## src/rtl/tap_timer_pkg.sv

```systemverilog
package tap_timer_pkg;
  localparam int TB_W   = 64;
  localparam int IDX_W  = $clog2(TB_W);
  localparam int TAB_N  = 4;

  localparam int CTL_WDT_PER = 30;
  localparam int CTL_WRC     = 28;
  localparam int CTL_WIE     = 27;
  localparam int CTL_FIT_PER = 24;
  localparam int CTL_FIE     = 23;
  localparam int CTL_WDT_EXT = 17;
  localparam int CTL_FIT_EXT = 13;

  localparam int STS_WDT_LSB = 28;
  localparam int STS_FIS     = 26;

  typedef logic [IDX_W-1:0] tap_idx_t;

  typedef struct packed {
    logic       enw;
    logic       wis;
    logic [1:0] wrs;
  } wdt_sts_t;
endpackage

```

## src/rtl/tap_sel.sv

```systemverilog
module tap_sel
  import tap_timer_pkg::*;
#(
  parameter bit                         EXT_MODE = 1'b1,
  parameter logic [TAB_N*IDX_W-1:0]     TAB      = '0
) (
  input  logic [1:0] per_i,
  input  logic [3:0] ext_i,
  output tap_idx_t   idx_o
);
  generate
    if (EXT_MODE) begin : g_ext
      assign idx_o = tap_idx_t'(TB_W - 1) - {ext_i, per_i};
    end else begin : g_tab
      logic unused_ext;
      assign unused_ext = ^ext_i;
      assign idx_o = TAB[IDX_W*int'(per_i) +: IDX_W];
    end
  endgenerate
endmodule

```

## src/rtl/tap_edge.sv

```systemverilog
module tap_edge
  import tap_timer_pkg::*;
(
  input  logic            clk_i,
  input  logic            rst_ni,
  input  logic [TB_W-1:0] tb_i,
  input  tap_idx_t        idx_i,
  output logic            evt_o
);
  logic     tap_now, tap_q;
  tap_idx_t idx_q;

  assign tap_now = tb_i[idx_i];

  // tap_q resets high so a rise needs a sampled 0 first
  always_ff @(posedge clk_i or negedge rst_ni) begin
    if (!rst_ni) begin
      tap_q <= 1'b1;
      idx_q <= '1;
    end else begin
      tap_q <= tap_now;
      idx_q <= idx_i;
    end
  end

  assign evt_o = tap_now & ~tap_q & (idx_i == idx_q);
endmodule

```

## src/rtl/tap_wdt_step.sv

```systemverilog
module tap_wdt_step
  import tap_timer_pkg::*;
(
  input  wdt_sts_t   cur_i,
  input  logic       evt_i,
  input  logic [1:0] wrc_i,
  output wdt_sts_t   nxt_o
);
  always_comb begin
    nxt_o = cur_i;
    if (evt_i) begin
      if (!cur_i.enw)            nxt_o.enw = 1'b1;
      else if (!cur_i.wis)       nxt_o.wis = 1'b1;
      else if (cur_i.wrs == '0)  nxt_o.wrs = wrc_i;
    end
  end
endmodule

```

## src/rtl/tap_timer.sv

```systemverilog
module tap_timer
  import tap_timer_pkg::*;
#(
  parameter bit                     EXT_MODE = 1'b1,
  parameter logic [TAB_N*IDX_W-1:0] FIT_TAB  = {6'd9, 6'd13, 6'd17, 6'd21},
  parameter logic [TAB_N*IDX_W-1:0] WDT_TAB  = {6'd21, 6'd25, 6'd29, 6'd33}
) (
  input  logic            clk_i,
  input  logic            rst_ni,
  input  logic [TB_W-1:0] tb_i,
  input  logic            ctl_we_i,
  input  logic [31:0]     ctl_wdata_i,
  input  logic            sts_we_i,
  input  logic [31:0]     sts_wdata_i,
  input  logic            resume_i,
  output logic [31:0]     sts_o,
  output logic            fit_irq_o,
  output logic            wdt_irq_o
);
  localparam int N_CH = 2;

  logic [31:0] ctl_q;
  logic        fis_q;
  wdt_sts_t    wdt_q, wdt_clr, wdt_step;
  tap_idx_t    idx [N_CH];
  logic        evt [N_CH];
  logic        fit_clr;

  always_ff @(posedge clk_i or negedge rst_ni) begin
    if (!rst_ni)       ctl_q <= '0;
    else if (ctl_we_i) ctl_q <= ctl_wdata_i;
  end

  // channel 0: fixed interval, channel 1: watchdog
  generate
    for (genvar c = 0; c < N_CH; c++) begin : g_ch
      localparam logic [TAB_N*IDX_W-1:0] TAB = (c == 0) ? FIT_TAB : WDT_TAB;
      localparam int PER_LSB = (c == 0) ? CTL_FIT_PER : CTL_WDT_PER;
      localparam int EXT_LSB = (c == 0) ? CTL_FIT_EXT : CTL_WDT_EXT;

      tap_sel #(.EXT_MODE(EXT_MODE), .TAB(TAB)) u_sel (
        .per_i (ctl_q[PER_LSB +: 2]),
        .ext_i (ctl_q[EXT_LSB +: 4]),
        .idx_o (idx[c])
      );

      tap_edge u_edge (
        .clk_i  (clk_i),
        .rst_ni (rst_ni),
        .tb_i   (tb_i),
        .idx_i  (idx[c]),
        .evt_o  (evt[c])
      );
    end
  endgenerate

  assign fit_clr = sts_we_i & sts_wdata_i[STS_FIS];
  assign wdt_clr = wdt_q & ~(sts_we_i ? sts_wdata_i[STS_WDT_LSB +: 4] : 4'b0);

  tap_wdt_step u_wdt_step (
    .cur_i (wdt_clr),
    .evt_i (evt[1]),
    .wrc_i (ctl_q[CTL_WRC +: 2]),
    .nxt_o (wdt_step)
  );

  always_ff @(posedge clk_i or negedge rst_ni) begin
    if (!rst_ni) begin
      fis_q <= 1'b0;
      wdt_q <= '0;
    end else begin
      fis_q <= evt[0] | (fis_q & ~fit_clr);
      wdt_q <= resume_i ? '0 : wdt_step;
    end
  end

  assign sts_o     = {wdt_q, 1'b0, fis_q, 26'b0};
  assign fit_irq_o = fis_q & ctl_q[CTL_FIE];
  assign wdt_irq_o = wdt_q.wis & ctl_q[CTL_WIE];

  logic unused_ctl, unused_sts;
  assign unused_ctl = ^{ctl_q[26], ctl_q[22:21], ctl_q[12:0]};
  assign unused_sts = ^{sts_wdata_i[27], sts_wdata_i[25:0]};


  fit_evt_sets_chk: assert property (@(posedge clk_i) disable iff (!rst_ni)
    evt[0] |=> fis_q);


  fit_clear_chk: assert property (@(posedge clk_i) disable iff (!rst_ni)
    (sts_we_i && sts_wdata_i[STS_FIS] && !evt[0]) |=> !fis_q);


  resume_clear_chk: assert property (@(posedge clk_i) disable iff (!rst_ni)
    resume_i |=> (sts_o[31:28] == 4'b0));


  wdt_evt_enw_chk: assert property (@(posedge clk_i) disable iff (!rst_ni)
    (evt[1] && !resume_i && !sts_we_i) |=> wdt_q.enw);


  idx_change_quiet_chk: assert property (@(posedge clk_i) disable iff (!rst_ni)
    ((idx[0] != $past(idx[0])) && !fis_q) |=> !fis_q);
endmodule

```

## config.mk

```make
export PLATFORM = sky130hd
export DESIGN_NAME = tap_timer
export DESIGN_NICKNAME = d
export VERILOG_FILES = /design/src/rtl/tap_timer_pkg.sv /design/src/rtl/tap_sel.sv /design/src/rtl/tap_edge.sv /design/src/rtl/tap_wdt_step.sv /design/src/rtl/tap_timer.sv
export SDC_FILE = /design/constraint.sdc
export NUM_CORES = 1
export LEC_CHECK = 0
export BUFFER_PORTS_ARGS = -buffer_cell sky130_fd_sc_hd__buf_2
export CAP_MARGIN = 0
export CORE_MARGIN = 2
export CORE_UTILIZATION = 44
export CTS_BUF_LIST = sky130_fd_sc_hd__clkbuf_8
export CTS_CLUSTER_DIAMETER = 50
export CTS_CLUSTER_SIZE = 14
export DETAILED_ROUTE_END_ITERATION = 12
export PLACE_DENSITY_LB_ADDON = 0.12
export SETUP_SLACK_MARGIN = 0.5
export SYNTH_ARGS = -nofsm -noshare
export SYNTH_HDL_FRONTEND = slang
export SYNTH_SLANG_ARGS = --single-unit
```

## constraint.sdc

```tcl
create_clock -name clk_i -period 2.42 [get_ports clk_i]
set_input_delay 0.484 -clock clk_i [delete_from_list [all_inputs] [get_ports clk_i]]
set_output_delay 0.484 -clock clk_i [all_outputs]
set_load 0.1 [all_outputs]
```

* Yosys cells after proc, flatten, opt, wreduce, memory -nomap -nowiden
Cells that the tools add are included.
** Word-level totals
- Output and inout port bits :: 34
- Register bits after elaboration :: 51
- Input bits :: 133
- Word-level logic and storage cells :: 40
** Operators by class
- Equality and inequality tests :: 2
- Bitwise operators :: 14
- $add $sub $neg :: 2
- $lt $le $gt $ge :: 2
- Reductions and logical operators :: 1
- Mux-type cells :: 10
** Operators with widths (count)
- 6-bit by 7-bit < comparator with 1-bit output, second input constant :: 2
- 1-bit binary-select mux with 6-bit select :: 2
- 6-bit equality test :: 2
- 4-bit 2-to-1 mux :: 3
- 6-bit subtractor, first input constant :: 2
- 1-bit AND :: 8
- 4-bit AND :: 1
- 2-bit 2-to-1 mux :: 2
- 4-bit inverter :: 1
- 3-bit 2-to-1 mux :: 1
- 1-bit inverter :: 3
- 2-bit logical NOT :: 1
- 1-bit 2-to-1 mux :: 2
- 1-bit OR :: 1

* Longest topological paths before layout
- Depth in word-level cells :: 9
- Gate-level depth with buffers :: 9
- Depth with buffers taken out :: 6

* By module
From an unflattened synthesis, not the netlist that was laid out.
** Unflattened totals
- Cell total of the unflattened synthesis :: 215
- Area total of the unflattened synthesis :: 2792.7 um2
** By module, submodules not included
- tap_edge :: cells each 58, sequential area each 183.9 um2, area an instance 817.0 um2, times used 2
- tap_timer :: cells each 80, sequential area each 525.5 um2, area an instance 1067.3 um2, times used 1
- tap_wdt_step :: cells each 7, sequential area each 0.0 um2, area an instance 46.3 um2, times used 1
- tap_sel :: cells each 6, sequential area each 0.0 um2, area an instance 22.5 um2, times used 2

* Worst setup path before layout
Ideal clock, no wire load.
- Path kind :: register to output
- From :: register wdt_q, in the netlist sts_o[30]
- To :: output port wdt_irq_o
- Cell stages (with the launch flop) :: 2
- Setup slack :: 0.159 ns
- Data required time :: 1.936 ns
- Path buffers :: 0
- Data arrival time :: 1.777 ns
- Cells stage by stage :: dfrtp_1 -> and2_1
** Between the ends
- Word-level cells in the longest chain between the ends :: 1
** RTL lines
- from (decl) :: RTL line tap_timer.sv:24 : wdt_sts_t wdt_q, wdt_clr, wdt_step;
- from (signal assigned) :: RTL line tap_timer.sv:73 : wdt_q <= resume_i ? '0 : wdt_step;
- 1-bit AND :: RTL line tap_timer.sv:79 : assign wdt_irq_o = wdt_q.wis & ctl_q[CTL_WIE];
- to (decl) :: RTL line tap_timer.sv:18 : output logic wdt_irq_o
No other way between the ends.

* Worst setup path after layout
- From :: register ctl_q[24]
- To :: register fis_q
** Between the ends
- Word-level cells in the longest chain between the ends :: 6
- Elaborated cells on any way between the ends :: 7
- Those cells by class :: 1 x add/sub; 1 x eq/ne; 2 x mux; 3 x bitwise
** RTL lines
- from (decl) :: RTL line tap_timer.sv:22 : logic [31:0] ctl_q;
- from (signal assigned) :: RTL line tap_timer.sv:31 : else if (ctl_we_i) ctl_q <= ctl_wdata_i;
- 6-bit subtractor :: RTL line tap_sel.sv:13 : assign idx_o = tap_idx_t'(TB_W - 1) - {ext_i, per_i};
- 1-bit binary-select mux with 6-bit select :: RTL line tap_edge.sv:13 : assign tap_now = tb_i[idx_i];
- 1-bit 2-to-1 mux (not written as such) :: RTL line tap_edge.sv:13
- named net g_ch[0].u_edge.tap_now :: RTL line tap_edge.sv:10 : logic tap_now, tap_q;
- 1-bit AND (2 in a row) :: RTL line tap_edge.sv:26 : assign evt_o = tap_now & ~tap_q & (idx_i == idx_q);
- 1-bit OR :: RTL line tap_timer.sv:72 : fis_q <= evt[0] | (fis_q & ~fit_clr);
- to (signal assigned) :: RTL line tap_timer.sv:72
- to (decl) :: RTL line tap_timer.sv:23 : logic fis_q;
The timed path passes the listed nets, and every way through them passes these cells. The select of a mux whose other input is x is not followed.
A chain may end at the register's enable or synchronous reset.

==> summary.txt <==
Min path
  • Min-Delay Path Class: in2async

Run
  • Max Cap Viol: 0

Place
  • Global placement routability congestion: 0.854
  • Worst slack, placed: 139 ps
  • Dpl cells: 388
  • IO Port Bufs: 96
  • Post-DP Area: 3120 um2
  • DP HPWL: 5.12 mm

Detailed routing
  • WL per Instance: 16.0 um
  • 1st-iter DRT viols: 83
  • Final antenna-violating net count: 0
  • # DRC: 0
  • Vias: 2,073
  • DR vias/cell: 5.20
  • 1st-pass router iterations: 4
  • DRT Wirelength: 6.38 mm

Critical path
  • Slowest stage delay, CP: 490 ps
  • Reg2Reg Depth: 7
  • Crit-path most repeated cell: mux4_2
  • CP top delay family: multiplexers
  • Worst Setup Path Type: reg2reg
  • R2R setup slack: 200 ps
  • Critical path launch point type: register
  • Required @ worst endpoint: 2590 ps
  • R2R Path End: fis_q$_DFF_PN0_
  • Crit. End Element: register
  • Crit path launch: ctl_q[24]$_DFFE_PN0P_
  • Buf+Inv Stages, Crit Path: 1
  • Slowest-stage cell, CP: mux4_2
  • Worst Path Arrival: 2400 ps
  • Reg-to-Reg Start: ctl_q[24]$_DFFE_PN0P_
  • Crit path cell chain: buf_12, mux4_2, mux4_2, nor2_1, a21oi_1, a22o_1, a32o_1
  • CP Max Fanout: 7

Clocking
  • Root Buffer: clkbuf_8
  • Clock transition at path regs: 70 ps
  • Sink Count: 35
  • Clock Path Buffers: 2
  • Num CTS Buffers: 5
  • CTS tree: yes
  • Worst-skew pair later-pin latency: 280 ps
  • Hold buffer count at cts: 0
  • H-tree levels: 2

Logic synthesis
  • Post-synth cell types: 38
  • Flops & latches, synth: 35
  • Yosys warning count: 0
  • Most used DFF post-synth: dfrtp_1
  • Post-synthesis async set-or-reset flop share: 100%
  • Post-synth EDFFs: 0
  • Post-synthesis sequential area ratio: 33.8%
  • Gate Count Post-Synth: 225
  • Synth Area per Inst: 11.7 um2
  • Netlist Area Pre-Place: 2640 um2

Layout
  • Area grow syn2layout: 23.6%
  • Commonest non-fill, non-tap cell in the layout: buf_2
  • Final #Nets: 456
  • Final Core Density: 55.8%
  • Inserted Diodes: 0
  • Fillcell total: 546
  • Post-route cell area: 3270 um2
  • Layout cells sized above 1: 53.4%
  • Most frequent cells in the layout: buf_2, mux4_2, conb_1, nand2_1, dfrtp_1
  • Final std cells w/o fill: 399

Timing
  • Tcrit/Tclk final: 91.9%
  • Hold Violations, Final: 0
  • Worst-Margin Slew: 777 ps
  • Tmin final: 2220 ps
  • Hold Worst Slack: 270 ps
  • Fin Setup TNS: 0 ps
  • Worst slew margin: 48.2%
  • Setup violations, final: 0
  • RSZ-0062 raised after global routing: true
  • Fmax achieved: 0.450 GHz
  • Final worst slack: 197 ps
  • Clk_skew: 3.28 ps
  • Final Max Slew Viols: 0

Die
  • Die Ht: 81.5 um
  • IO Pins: 167
  • Die ar.: 6640 um2
  • Initial Utilization: 45.1%
  • Core ar.: 5850 um2
  • Row count: 28
  • Chip Width: 81.5 um

Pwr
  • Comb power frac: 38.1%
  • NetSw: 0.664 mW
  • LEAKAGE: 1.53 nW
  • Switching Share: 35.5%
  • Clock share of power: 24.6%
  • PD cells: 573 nW/um2
  • Register share of total power: 37.3%
  • Cell Int Power: 1.21 mW
  • Overall Power: 1.87 mW
  • Peak supply drop: 337 uV

Global route
  • Initial antenna violation count: 0
  • Vias in the first global route: 2,097
  • Tot GR Track Use: 20.4%
  • Largest net degree at the start of global routing: 36
  • First-pass GRT wire length: 10.1 mm
  • Aggregate global routing overflow: 0

Status
  • Status: completed
cell usage after synthesis (2+ instances only):
master     n  area share [%]
inv_1     10             1.4
buf_4     28             8.0
a221oi_1   2            0.66
dfstp_2   14              14
and2_1     2            0.47
nand2_1   24             3.4
mux4_2    31              26
nor4_1     2            0.47
clkbuf_1   5            0.71
a22o_1     2            0.66
o21ai_0   12             2.3
a21boi_0   3            0.85
a22oi_1    2            0.57
nor2_1     8             1.1
buf_2      3            0.57
a21oi_1    2            0.38
dfrtp_1   21              20
mux2_2     4             1.7
inv_2      2            0.28
mux2i_1   16             6.1
buf_6      4             1.7
xnor2_1   12             4.0
worst max-delay path by stage:
stage | endpoint | slack (ps) | cells past startpoint
floorplan | fis_q$_DFF_PN0_ | 320 | 7
global placement | fis_q$_DFF_PN0_ | 140 | 7
detailed placement | fis_q$_DFF_PN0_ | 140 | 7
CTS | fis_q$_DFF_PN0_ | 190 | 7
global route | fis_q$_DFF_PN0_ | 90 | 7
finish | fis_q$_DFF_PN0_ | 200 | 7
routing by layer:
metal  track usage, %  vias to the layer above  part of all wire, %
met3             5.38                        6                  7.4
met4             3.05                        0                 0.50
met5                0                        -                    0
li1                 -                      970                    -
met2             34.8                       74                   51
met1             26.7                     1023                   41
state kept, by name, summed over array words and instances (netlist names):
name and flops:
g_ch.u_edge.idx_q 12, fis_q 1, g_ch.u_edge.tap_q 2, ctl_q 16, sts_o 4
final cells by class:
type | count | area [um2] | area share (%)
inverter | 13 | 50.0 | 1.53
multi-input combinational | 162 | 1530 | 46.9
timing repair buffer | 106 | 596 | 18.2
sequential | 35 | 895 | 27.4
clock inverter | 1 | 3.75 | 0.115
clock buffer | 7 | 96.3 | 2.95
tap | 75 | 93.8 | 2.87
power groups by stage:
| stage | sequential, mW | clock, mW | combinational, mW |
|---|---|---|---|
| 4_1_cts | 0.699 | 0.475 | 0.718 |
| 3_3_place_gp | 0.707 | 0 | 0.690 |
| 3_5_place_dp | 0.708 | 0 | 0.698 |
| 2_1_floorplan | 0.689 | 0 | 0.577 |
| 5_1_grt | 0.706 | 0.496 | 0.765 |
| 6_report | 0.698 | 0.460 | 0.713 |
worst reg2reg max path: cells and delay by family (launching register included):
kind	cells	cell delay [ps]
DFF	1	370
AOI/OAI and AO/OA	3	510
muxes	2	980
and+or+nand+nor	1	120
buffers and inverters	1	140
what timing repair did:
item | in CTS | in global routing
pin swaps | 2 | 0
buffers inserted | 3 | 0
gates resized for setup | 6 | 1
setup endpoints to repair | 6 | 6
endpoints found under the hold margin | 0 | 0
gates cloned | 0 | 0
kinds of logic (layout without fill, tap and decap cells):
logic type	after synthesis	count (layout)	synth area share (%)
AO/OA/AOI/OAI	30	30	7.72
XOR/XNOR	12	12	3.98
buffers and inverters	54	127	13.0
flip-flops	35	35	33.8
multiplexers	51	51	34.2
other	1	27	0.142
AND/OR/NAND/NOR	42	42	7.15
Power figures use the tool's default switching activity.
